## src/rtl/rtc_pkg.sv

```systemverilog
package rtc_pkg;
  localparam int NIB_W = 4;
  localparam int NTIME = 13;
  localparam int NREG  = 16;
  localparam int IDX_W = $clog2(NREG);
  localparam int BUS_W = 8;

  typedef logic [NIB_W-1:0] nib_t;
  typedef logic [NTIME-1:0][NIB_W-1:0] tbank_t;
  typedef enum logic [1:0] {PH_OFF, PH_CMD, PH_IDX, PH_DATA} phase_t;

  localparam logic [IDX_W-1:0] R_S1  = 4'd0;
  localparam logic [IDX_W-1:0] R_S10 = 4'd1;
  localparam logic [IDX_W-1:0] R_M1  = 4'd2;
  localparam logic [IDX_W-1:0] R_M10 = 4'd3;
  localparam logic [IDX_W-1:0] R_H1  = 4'd4;
  localparam logic [IDX_W-1:0] R_H10 = 4'd5;
  localparam logic [IDX_W-1:0] R_D1  = 4'd6;
  localparam logic [IDX_W-1:0] R_D10 = 4'd7;
  localparam logic [IDX_W-1:0] R_MO1 = 4'd8;
  localparam logic [IDX_W-1:0] R_MO10= 4'd9;
  localparam logic [IDX_W-1:0] R_Y1  = 4'd10;
  localparam logic [IDX_W-1:0] R_Y10 = 4'd11;
  localparam logic [IDX_W-1:0] R_DOW = 4'd12;
  localparam logic [IDX_W-1:0] R_CA  = 4'd13;
  localparam logic [IDX_W-1:0] R_CB  = 4'd14;

  localparam logic [1:0] SEL_EN   = 2'd0;
  localparam logic [1:0] SEL_DATA = 2'd1;
  localparam logic [1:0] SEL_STAT = 2'd2;

  localparam logic [BUS_W-1:0] CMD_SEQ_A = 8'h03;
  localparam logic [BUS_W-1:0] CMD_SEQ_B = 8'h0C;

  localparam nib_t CA_RST = 4'h1;
  localparam nib_t CB_RST = 4'hF;
  localparam nib_t CC_RST = 4'h6;
  localparam nib_t DOW_LAST = 4'd6;

  function automatic tbank_t epoch_bank();
    tbank_t b;
    b = '0;
    b[R_D1]  = 4'd1;
    b[R_MO1] = 4'd1;
    return b;
  endfunction

  function automatic logic [6:0] bcd2bin(input nib_t tens, input nib_t ones);
    return ({3'b000, tens} * 7'd10) + {3'b000, ones};
  endfunction

  function automatic logic [7:0] bin2bcd(input logic [6:0] v);
    nib_t q, r;
    q = 4'(v / 7'd10);
    r = 4'(v % 7'd10);
    return {q, r};
  endfunction

  function automatic logic [6:0] days_in_month(input logic [6:0] mo, input logic [6:0] yr);
    case (mo)
      7'd2:                       return (yr[1:0] == 2'b00) ? 7'd29 : 7'd28;
      7'd4, 7'd6, 7'd9, 7'd11:    return 7'd30;
      default:                    return 7'd31;
    endcase
  endfunction

  function automatic tbank_t rtc_advance(input tbank_t t, input logic h24);
    tbank_t n;
    logic [6:0] sec, mn, hr, dy, mo, yr;
    logic [7:0] b;
    nib_t dw;
    logic pm, carry_day;
    n   = t;
    sec = bcd2bin(t[R_S10], t[R_S1]);
    mn  = bcd2bin(t[R_M10], t[R_M1]);
    hr  = h24 ? bcd2bin(t[R_H10], t[R_H1]) : bcd2bin({2'b00, t[R_H10][1:0]}, t[R_H1]);
    pm  = t[R_H10][2];
    dy  = bcd2bin(t[R_D10], t[R_D1]);
    mo  = bcd2bin(t[R_MO10], t[R_MO1]);
    yr  = bcd2bin(t[R_Y10], t[R_Y1]);
    dw  = t[R_DOW];
    carry_day = 1'b0;
    if (sec != 7'd59) sec = sec + 7'd1;
    else begin
      sec = '0;
      if (mn != 7'd59) mn = mn + 7'd1;
      else begin
        mn = '0;
        if (h24) begin
          if (hr != 7'd23) hr = hr + 7'd1;
          else begin
            hr = '0;
            carry_day = 1'b1;
          end
        end else if (hr == 7'd11) begin
          hr = 7'd12;
          carry_day = pm;
          pm = !pm;
        end else if (hr == 7'd12) hr = 7'd1;
        else hr = hr + 7'd1;
      end
    end
    if (carry_day) begin
      dw = (dw >= DOW_LAST) ? '0 : dw + 4'd1;
      if (dy < days_in_month(mo, yr)) dy = dy + 7'd1;
      else begin
        dy = 7'd1;
        if (mo < 7'd12) mo = mo + 7'd1;
        else begin
          mo = 7'd1;
          yr = (yr >= 7'd99) ? '0 : yr + 7'd1;
        end
      end
    end
    b = bin2bcd(sec); n[R_S10] = b[7:4]; n[R_S1] = b[3:0];
    b = bin2bcd(mn);  n[R_M10] = b[7:4]; n[R_M1] = b[3:0];
    b = bin2bcd(hr);  n[R_H1]  = b[3:0];
    n[R_H10] = h24 ? b[7:4] : {1'b0, pm, b[5:4]};
    b = bin2bcd(dy);  n[R_D10] = b[7:4]; n[R_D1] = b[3:0];
    b = bin2bcd(mo);  n[R_MO10] = b[7:4]; n[R_MO1] = b[3:0];
    b = bin2bcd(yr);  n[R_Y10] = b[7:4]; n[R_Y1] = b[3:0];
    n[R_DOW] = dw;
    return n;
  endfunction
endpackage

```

## src/rtl/rtc_timekeeper.sv

```systemverilog
module rtc_timekeeper
  import rtc_pkg::*;
(
  input  logic             clk,
  input  logic             rst_n,
  input  logic             tick,
  input  logic             stop,
  input  logic             clr_sec,
  input  logic             h24,
  input  logic             wr_en,
  input  logic [IDX_W-1:0] wr_idx,
  input  nib_t             wr_nib,
  output tbank_t           time_q,
  output logic             step
);
  assign step = tick && !stop && !clr_sec && !wr_en;

  always_ff @(posedge clk or negedge rst_n) begin
    if (!rst_n) begin
      time_q <= epoch_bank();
    end else begin
      if (wr_en) time_q[wr_idx] <= wr_nib;
      else if (step) time_q <= rtc_advance(time_q, h24);
      if (clr_sec) begin
        time_q[R_S1]  <= '0;
        time_q[R_S10] <= '0;
      end
    end
  end


  tick_moves_time_chk: assert property (@(posedge clk) disable iff (!rst_n)
    step |=> time_q != $past(time_q));


  stop_holds_time_chk: assert property (@(posedge clk) disable iff (!rst_n)
    (stop && !wr_en) |=> $stable(time_q[NTIME-1:2]));


  clear_secs_chk: assert property (@(posedge clk) disable iff (!rst_n)
    clr_sec |=> (time_q[R_S1] == '0 && time_q[R_S10] == '0));
endmodule

```

## src/rtl/rtc_port_seq.sv

```systemverilog
module rtc_port_seq
  import rtc_pkg::*;
(
  input  logic             clk,
  input  logic             rst_n,
  input  logic             en_wr,
  input  logic             data_wr,
  input  logic             data_rd,
  input  logic [BUS_W-1:0] wdata,
  output phase_t           phase,
  output logic [IDX_W-1:0] idx,
  output logic             ready
);
  logic acc;
  logic rd_hit;
  logic rd_flag;
  logic cmd_ok;

  assign acc    = (data_wr || data_rd) && phase == PH_DATA && !en_wr;
  assign rd_hit = data_rd && phase == PH_DATA;
  assign cmd_ok = (wdata == CMD_SEQ_A) || (wdata == CMD_SEQ_B);
  assign ready  = (phase == PH_DATA) && !rd_flag;

  always_ff @(posedge clk or negedge rst_n) begin
    if (!rst_n) begin
      phase   <= PH_OFF;
      idx     <= '0;
      rd_flag <= 1'b0;
    end else begin
      rd_flag <= rd_hit;
      if (en_wr) begin
        if (!wdata[0]) phase <= PH_OFF;
        else if (phase == PH_OFF) phase <= PH_CMD;
      end else if (acc) begin
        idx <= idx + 1'b1;
      end else if (data_wr) begin
        case (phase)
          PH_CMD: if (cmd_ok) phase <= PH_IDX;
          PH_IDX: begin
            idx   <= wdata[IDX_W-1:0];
            phase <= PH_DATA;
          end
          default: ;
        endcase
      end
    end
  end


  index_step_chk: assert property (@(posedge clk) disable iff (!rst_n)
    acc |=> idx == $past(idx) + 1'b1);


  disable_reset_chk: assert property (@(posedge clk) disable iff (!rst_n)
    (en_wr && !wdata[0]) |=> phase == PH_OFF);


  ready_clear_chk: assert property (@(posedge clk) disable iff (!rst_n)
    rd_hit |=> !ready);
endmodule

```

## src/rtl/bcd_rtc_port.sv

```systemverilog
module bcd_rtc_port
  import rtc_pkg::*;
(
  input  logic             clk,
  input  logic             rst_n,
  input  logic             sec_tick,
  input  logic [1:0]       bus_sel,
  input  logic             bus_wr,
  input  logic             bus_rd,
  input  logic [BUS_W-1:0] bus_wdata,
  output logic [BUS_W-1:0] bus_rdata
);
  logic en_wr, data_wr, data_rd;
  phase_t phase;
  logic [IDX_W-1:0] idx;
  logic ready;
  logic in_data, is_time, tk_wr, ctl_wr;
  nib_t ctl_a, ctl_b, ctl_c, ctl_pick;
  logic freeze, stop, clr_sec, h24, step;
  tbank_t time_q, vis_q;

  assign en_wr   = bus_wr && bus_sel == SEL_EN;
  assign data_wr = bus_wr && bus_sel == SEL_DATA;
  assign data_rd = bus_rd && bus_sel == SEL_DATA;

  rtc_port_seq u_seq (
    .clk    (clk),
    .rst_n  (rst_n),
    .en_wr  (en_wr),
    .data_wr(data_wr),
    .data_rd(data_rd),
    .wdata  (bus_wdata),
    .phase  (phase),
    .idx    (idx),
    .ready  (ready)
  );

  assign in_data = phase == PH_DATA;
  assign is_time = idx <= R_DOW;
  assign tk_wr   = data_wr && in_data && is_time;
  assign ctl_wr  = data_wr && in_data && !is_time;

  always_ff @(posedge clk or negedge rst_n) begin
    if (!rst_n) begin
      ctl_a <= CA_RST;
      ctl_b <= CB_RST;
      ctl_c <= CC_RST;
    end else if (ctl_wr) begin
      case (idx)
        R_CA:    ctl_a <= bus_wdata[NIB_W-1:0];
        R_CB:    ctl_b <= bus_wdata[NIB_W-1:0];
        default: ctl_c <= bus_wdata[NIB_W-1:0];
      endcase
    end
  end

  assign freeze  = ctl_a[0];
  assign clr_sec = ctl_c[0];
  assign stop    = ctl_c[1];
  assign h24     = ctl_c[2];

  rtc_timekeeper u_tk (
    .clk    (clk),
    .rst_n  (rst_n),
    .tick   (sec_tick),
    .stop   (stop),
    .clr_sec(clr_sec),
    .h24    (h24),
    .wr_en  (tk_wr),
    .wr_idx (idx),
    .wr_nib (bus_wdata[NIB_W-1:0]),
    .time_q (time_q),
    .step   (step)
  );

  always_ff @(posedge clk or negedge rst_n) begin
    if (!rst_n) vis_q <= epoch_bank();
    else if (!freeze) vis_q <= time_q;
  end

  always_comb begin
    ctl_pick = (idx == R_CA) ? ctl_a : (idx == R_CB) ? ctl_b : ctl_c;
    bus_rdata = '0;
    case (bus_sel)
      SEL_EN:   bus_rdata = {{(BUS_W-1){1'b0}}, phase != PH_OFF};
      SEL_DATA: if (in_data) bus_rdata = {{(BUS_W-NIB_W){1'b0}}, is_time ? vis_q[idx] : ctl_pick};
      SEL_STAT: bus_rdata = {ready, {(BUS_W-1){1'b0}}};
      default:  bus_rdata = '0;
    endcase
  end


  freeze_hold_chk: assert property (@(posedge clk) disable iff (!rst_n)
    freeze |=> $stable(vis_q));


  frozen_tick_counts_chk: assert property (@(posedge clk) disable iff (!rst_n)
    (freeze && step) |=> time_q != vis_q);
endmodule

```

## config.mk

```make
export PLATFORM = sky130hd
export DESIGN_NAME = bcd_rtc_port
export DESIGN_NICKNAME = d
export VERILOG_FILES = /design/src/rtl/rtc_pkg.sv /design/src/rtl/rtc_timekeeper.sv /design/src/rtl/rtc_port_seq.sv /design/src/rtl/bcd_rtc_port.sv
export SDC_FILE = /design/constraint.sdc
export NUM_CORES = 1
export LEC_CHECK = 0
export ABC_AREA = 1
export ABC_CLOCK_PERIOD_IN_PS = 13860
export BUFFER_PORTS_ARGS = -buffer_cell sky130_fd_sc_hd__buf_4
export CAP_MARGIN = 20
export CORE_ASPECT_RATIO = 0.6
export CORE_MARGIN = 2
export CORE_UTILIZATION = 40
export CTS_CLUSTER_SIZE = 28
export DETAILED_ROUTE_END_ITERATION = 6
export PLACE_DENSITY = 0.59
export SETUP_SLACK_MARGIN = 0.15
export SYNTH_ARGS = -nofsm -noshare
export SYNTH_HDL_FRONTEND = slang
export SYNTH_SLANG_ARGS = --single-unit
export TNS_END_PERCENT = 30
```

## constraint.sdc

```tcl
create_clock -name clk -period 13.86 [get_ports clk]
set_clock_uncertainty 0.15 [all_clocks]
set_input_delay 2.772 -clock clk [delete_from_list [all_inputs] [get_ports clk]]
set_output_delay 2.772 -clock clk [all_outputs]
set_load 0.02 [all_outputs]
```

# Word level (Yosys, flattened, before mapping)
# Index checks and enable logic that the tools add are counted.
# op_classes
div_mod_pow,12
n_bitwise,2
mux,72
reduce_logical,44
addsub,15
magnitude_cmp,7
eq_ne,24
n_mul,7
# op_table
op,count
2-to-1 mux 7 bit,34
2-to-1 mux 52 bit,2
bitwise mux 52 bit,1
2-to-1 mux 4 bit,12
adder 7 x 1 -> 7 bit (second input constant),6
adder 7 x 4 -> 7 bit,6
divider 7 x 4 -> 7 bit (second input constant),6
remainder unit 7 x 4 -> 7 bit (second input constant),6
multiplier 4 x 3 -> 6 bit (second input constant),6
equality test 7 x 4 -> 1 bit (second input constant),4
case mux 8 bit (3 select lines),1
binary-select mux 4 bit (select 4 bit),1
demux 4 bit (select 4 bit),1
equality test 7 x 3 -> 1 bit (second input constant),2
logical AND 1 bit,14
!= test 7 x 6 -> 1 bit (second input constant),2
case mux 7 bit (2 select lines),1
2-to-1 mux 2 bit,6
nonzero test 2 bit,6
2-to-1 mux 1 bit,11
nonzero test 3 bit,3
adder 4 x 1 -> 4 bit (second input constant),2
equality test 4 bit (second input constant),2
equality test 8 x 2 -> 1 bit (second input constant),1
other kinds (30),47
# word_totals
inputBits,15
register_bits,123
out_inout_bits,8
word_cells,216

# Logic depth before layout (Yosys ltp)
# logic_depth
depth_word,22
ltp_mapped,43
depth_no_buf,42

# By module
# Synthesis repeated with hierarchy kept, for this count alone.
# unflattened
hier_cells,1626
area_unflattened_um2,11275.8
# by_module_without_submodules
module,seq_area_each_um2,area_per_inst_um2,cells_per_inst,instances
rtc_timekeeper,1303.8,7632.3,1217,1
bcd_rtc_port,1612.8,3164.3,340,1
rtc_port_seq,175.2,479.2,69,1

# Least setup slack after synthesis
# No wires, ideal clock.
# synth_timing
kind,input-to-output
from,input bus_sel[0]
to,output bus_rdata[1]
stages,6
path_buffers,0
required_ns,10.938
setup_slack_ns,7.259
arrival_time_ns,3.679
cell_sequence,inv_1 > nor2_1 > inv_1 > nor2_1 > inv_1 > a211oi_1
# synth_between
elab_chain_cells,2
elab_cells_between_ends,4
classes_between,eq/ne (2); mux (1); reduce/logical (1)
# synth_lines
element,line_no,rtl
"start, declared",bcd_rtc_port.sv:7,"input logic [1:0] bus_sel,"
"equality test 2 bit, or another cell as far along",bcd_rtc_port.sv:84,case (bus_sel)
case mux 8 bit (3 select lines) (*),bcd_rtc_port.sv:84,
"end, declared",bcd_rtc_port.sv:11,output logic [BUS_W-1:0] bus_rdata
# Mark *: on every way between the ends. The rest lies on a longest branch, timed or not.

# Final worst setup path
# layout_timing
from,input bus_sel[0]
to,output bus_rdata[3]
# Same word-level chain as after synthesis.

==> out/metrics.cfg <==
[sta]
maxSlewViolCount=0
timing.slew.headroom=0.361
min_period_over_period=0.484
clock.fmax_ghz=0.149
fin_crit_ps=6710
tns_ps=0
tightest_slew_ps=958
hold_viol_final=0
rsz0062_at_grt=no
setup_viol=0

[yosys]
synth-edff-count=0
yosysUniqueCellTypes=68
netlist_area_um2=11100
synth_seq_cells=123
synth_top_area_share=0.252
ys_warn_count=0
syn_avg_cell_area_um2=7.01
synth_flop_cell=dfrtp_1
synth_top_area_cell=dfrtp_1
ys_seq_area_frac=0.278
synthTopCellsByArea=dfrtp_1 25%, nand2_1 13%, ha_1 8.6%
netlist_instances=1586
async_flop_share=1.00

[global_routing]
grt_pass1_vias=9590
grt_max_degree=100
antenna_found_initial=0
grt_remaining_overflow=0
gr-usage-all-layers=0.227
grt_pass1_wl_um=51900

[clock_network]
cts_setup_buffers=0
clockRootBuffer=clkbuf_16
cts.reportedPaths.clkPinSlew_ps=50
htree_levels=4
clkSinkCount=123
holdBufCountCts=0
cts_resized=0
clkLatencyLatePin_ps=430
cts_tree=done
cts_buffers=17
clockBufferDepth=2

[floorplanning]
die_height_um=133
ios=23
die-area_um2=29200
fp.coreArea_um2=27500
initial_core_util=0.405
fp.dieW_um=219
rows=47

[worst_setup_path]
crit_slowest_cell=a221oi_1
cpMostUsedCell=inv_1
required_ps=10940
reg2reg_slack_ps=7240
critPathBufInv=5
cp_top_family=buffers and inverters
worstSetupStartpointType=input port
path_class=in -> out
path_cells=buf_4 > inv_1 > nor2_1 > inv_1 > nor2_1 > inv_1 > a221oi_1 > buf_4
ff2ff_path_depth=36
cp_max_fo=5
max_stage_delay_ps=300
critPathCaptureType=output pin
r2r_start=u_tk.time_q[5]$_DFFE_PN0P_
cp.arrival_ps=3790
timing.rr.end=u_tk.time_q[25]$_DFFE_PN0P_

[drt]
ant_nets=0
drc_errors=0
vias=10600
route.layer.met1.wl_um=17100
drt_first_iter_violations=848
dr.pass1.iters=5
wl_met3_um=2810
wl_um=31900
routedWlPerCell_um=16.2
dr.max_layer_used=met4
dr_wl_met2_um=11800
routed_via_density=5.34

[layout]
areaGrowthSynthToFinish_pct=9.80
final_nets=1699
layout_common_cells=374 x nand2_1, 219 x inv_1, 130 x nor2_1, 129 x o21ai_0, 120 x nand3_1
drive_gt1_frac=0.124
fin_util=0.445
final_common_cell=nand2_1
diodes=0
n_fill_cell=2769

[place]
portBuffers=19
dp_hpwl_um=24700
gp_congestion=0.882

[min_path]
hp-class=reg -> reg
hold_path_end=vis_q[22]$_DFFE_PN0N_
holdPathStages=2
min_from=vis_q[22]$_DFFE_PN0N_

[status]
status=completed

[job]
maxCapViolations=0

[state kept, by name, summed over array words and instances, names as in the netlist]
signal,cells
ctl_c,4
u_seq.rd_flag,1
ctl_b,4
ctl_a,4
u_tk.time_q,52
u_seq.idx,4
u_seq.phase,2
vis_q,52
[metrics by stage]
stage | area, um2 | cells | hold slack [ps] | setup slack [ps]
finish | 12200 | 1976 | 325 | 7150
CTS | 12200 | 1976 | 328 | 7150
global route | 12200 | 1976 | 363 | 6710
detailed placement | 11600 | 1944 | 316 | 7160
floorplan | 11100 | 1588 | 295 | 7260
global placement | 11600 | 1944 | 309 | 7180
[layout make-up]
class                   count  area (um2)  area share
multi-input cells        1187        6940       0.568
repair buffers             29         218      0.0178
clock buffers              24         482      0.0395
inverters                 238         905      0.0741
clock inverters             8         115     0.00943
flip-flops and latches    123        3090       0.253
well taps                 367         459      0.0376
[worst max path at each step]
stage / startpoint / cells past startpoint / slack (ps) / to
5_1_grt: u_tk.time_q[5]$_DFFE_PN0P_ / 37 / 6710 / u_tk.time_q[41]$_DFFE_PN0P_
3_3_place_gp: bus_sel[0] / 8 / 7180 / bus_rdata[2]
2_1_floorplan: bus_sel[0] / 6 / 7260 / bus_rdata[1]
6_report: bus_sel[0] / 8 / 7150 / bus_rdata[3]
3_5_place_dp: bus_sel[0] / 8 / 7160 / bus_rdata[3]
4_1_cts: bus_sel[0] / 8 / 7150 / bus_rdata[3]
[routing by layer]
| metal | global-route usage | up-vias |
|---|---|---|
| li1 | - | 5240 |
| met1 | 0.380 | 4943 |
| met2 | 0.286 | 350 |
| met3 | 0.0486 | 18 |
| met4 | 0.0432 | 0 |
| met5 | 0 | - |
[kinds of logic (layout without fill, tap and decap cells)]
family / Yosys count / after routing / synth area share
AO/OA/AOI/OAI: 290 / 290 / 0.159
XOR/XNOR: 39 / 39 / 0.0361
adder cells (fa/ha/maj): 88 / 88 / 0.107
buffers and inverters: 278 / 299 / 0.0988
flip-flops: 123 / 123 / 0.278
multiplexers: 7 / 7 / 0.00698
other: 1 / 3 / 0.000337
AND/OR/NAND/NOR: 760 / 760 / 0.313
[worst min-delay path: cells and delay by family, from the launching register on]
family / cells / cell delay, ps
and+or+nand+nor: 1 / 40
DFF: 1 / 340
AOI/OAI and AO/OA: 1 / 60
[synth_stat cells, types with 20 or more instances]
library cell / n
a21oi_1: 36
clkbuf_1: 28
dfrtp_1: 112
ha_1: 76
inv_1: 219
nand2_1: 374
nand2_2: 37
nand3_1: 120
nand4_1: 23
nor2_1: 131
o21ai_0: 129
o221ai_1: 20
o22ai_1: 29
xor2_1: 22
Power is not shown: default switching activity piles up to over one toggle a cycle in this logic, so the estimate is an artifact.
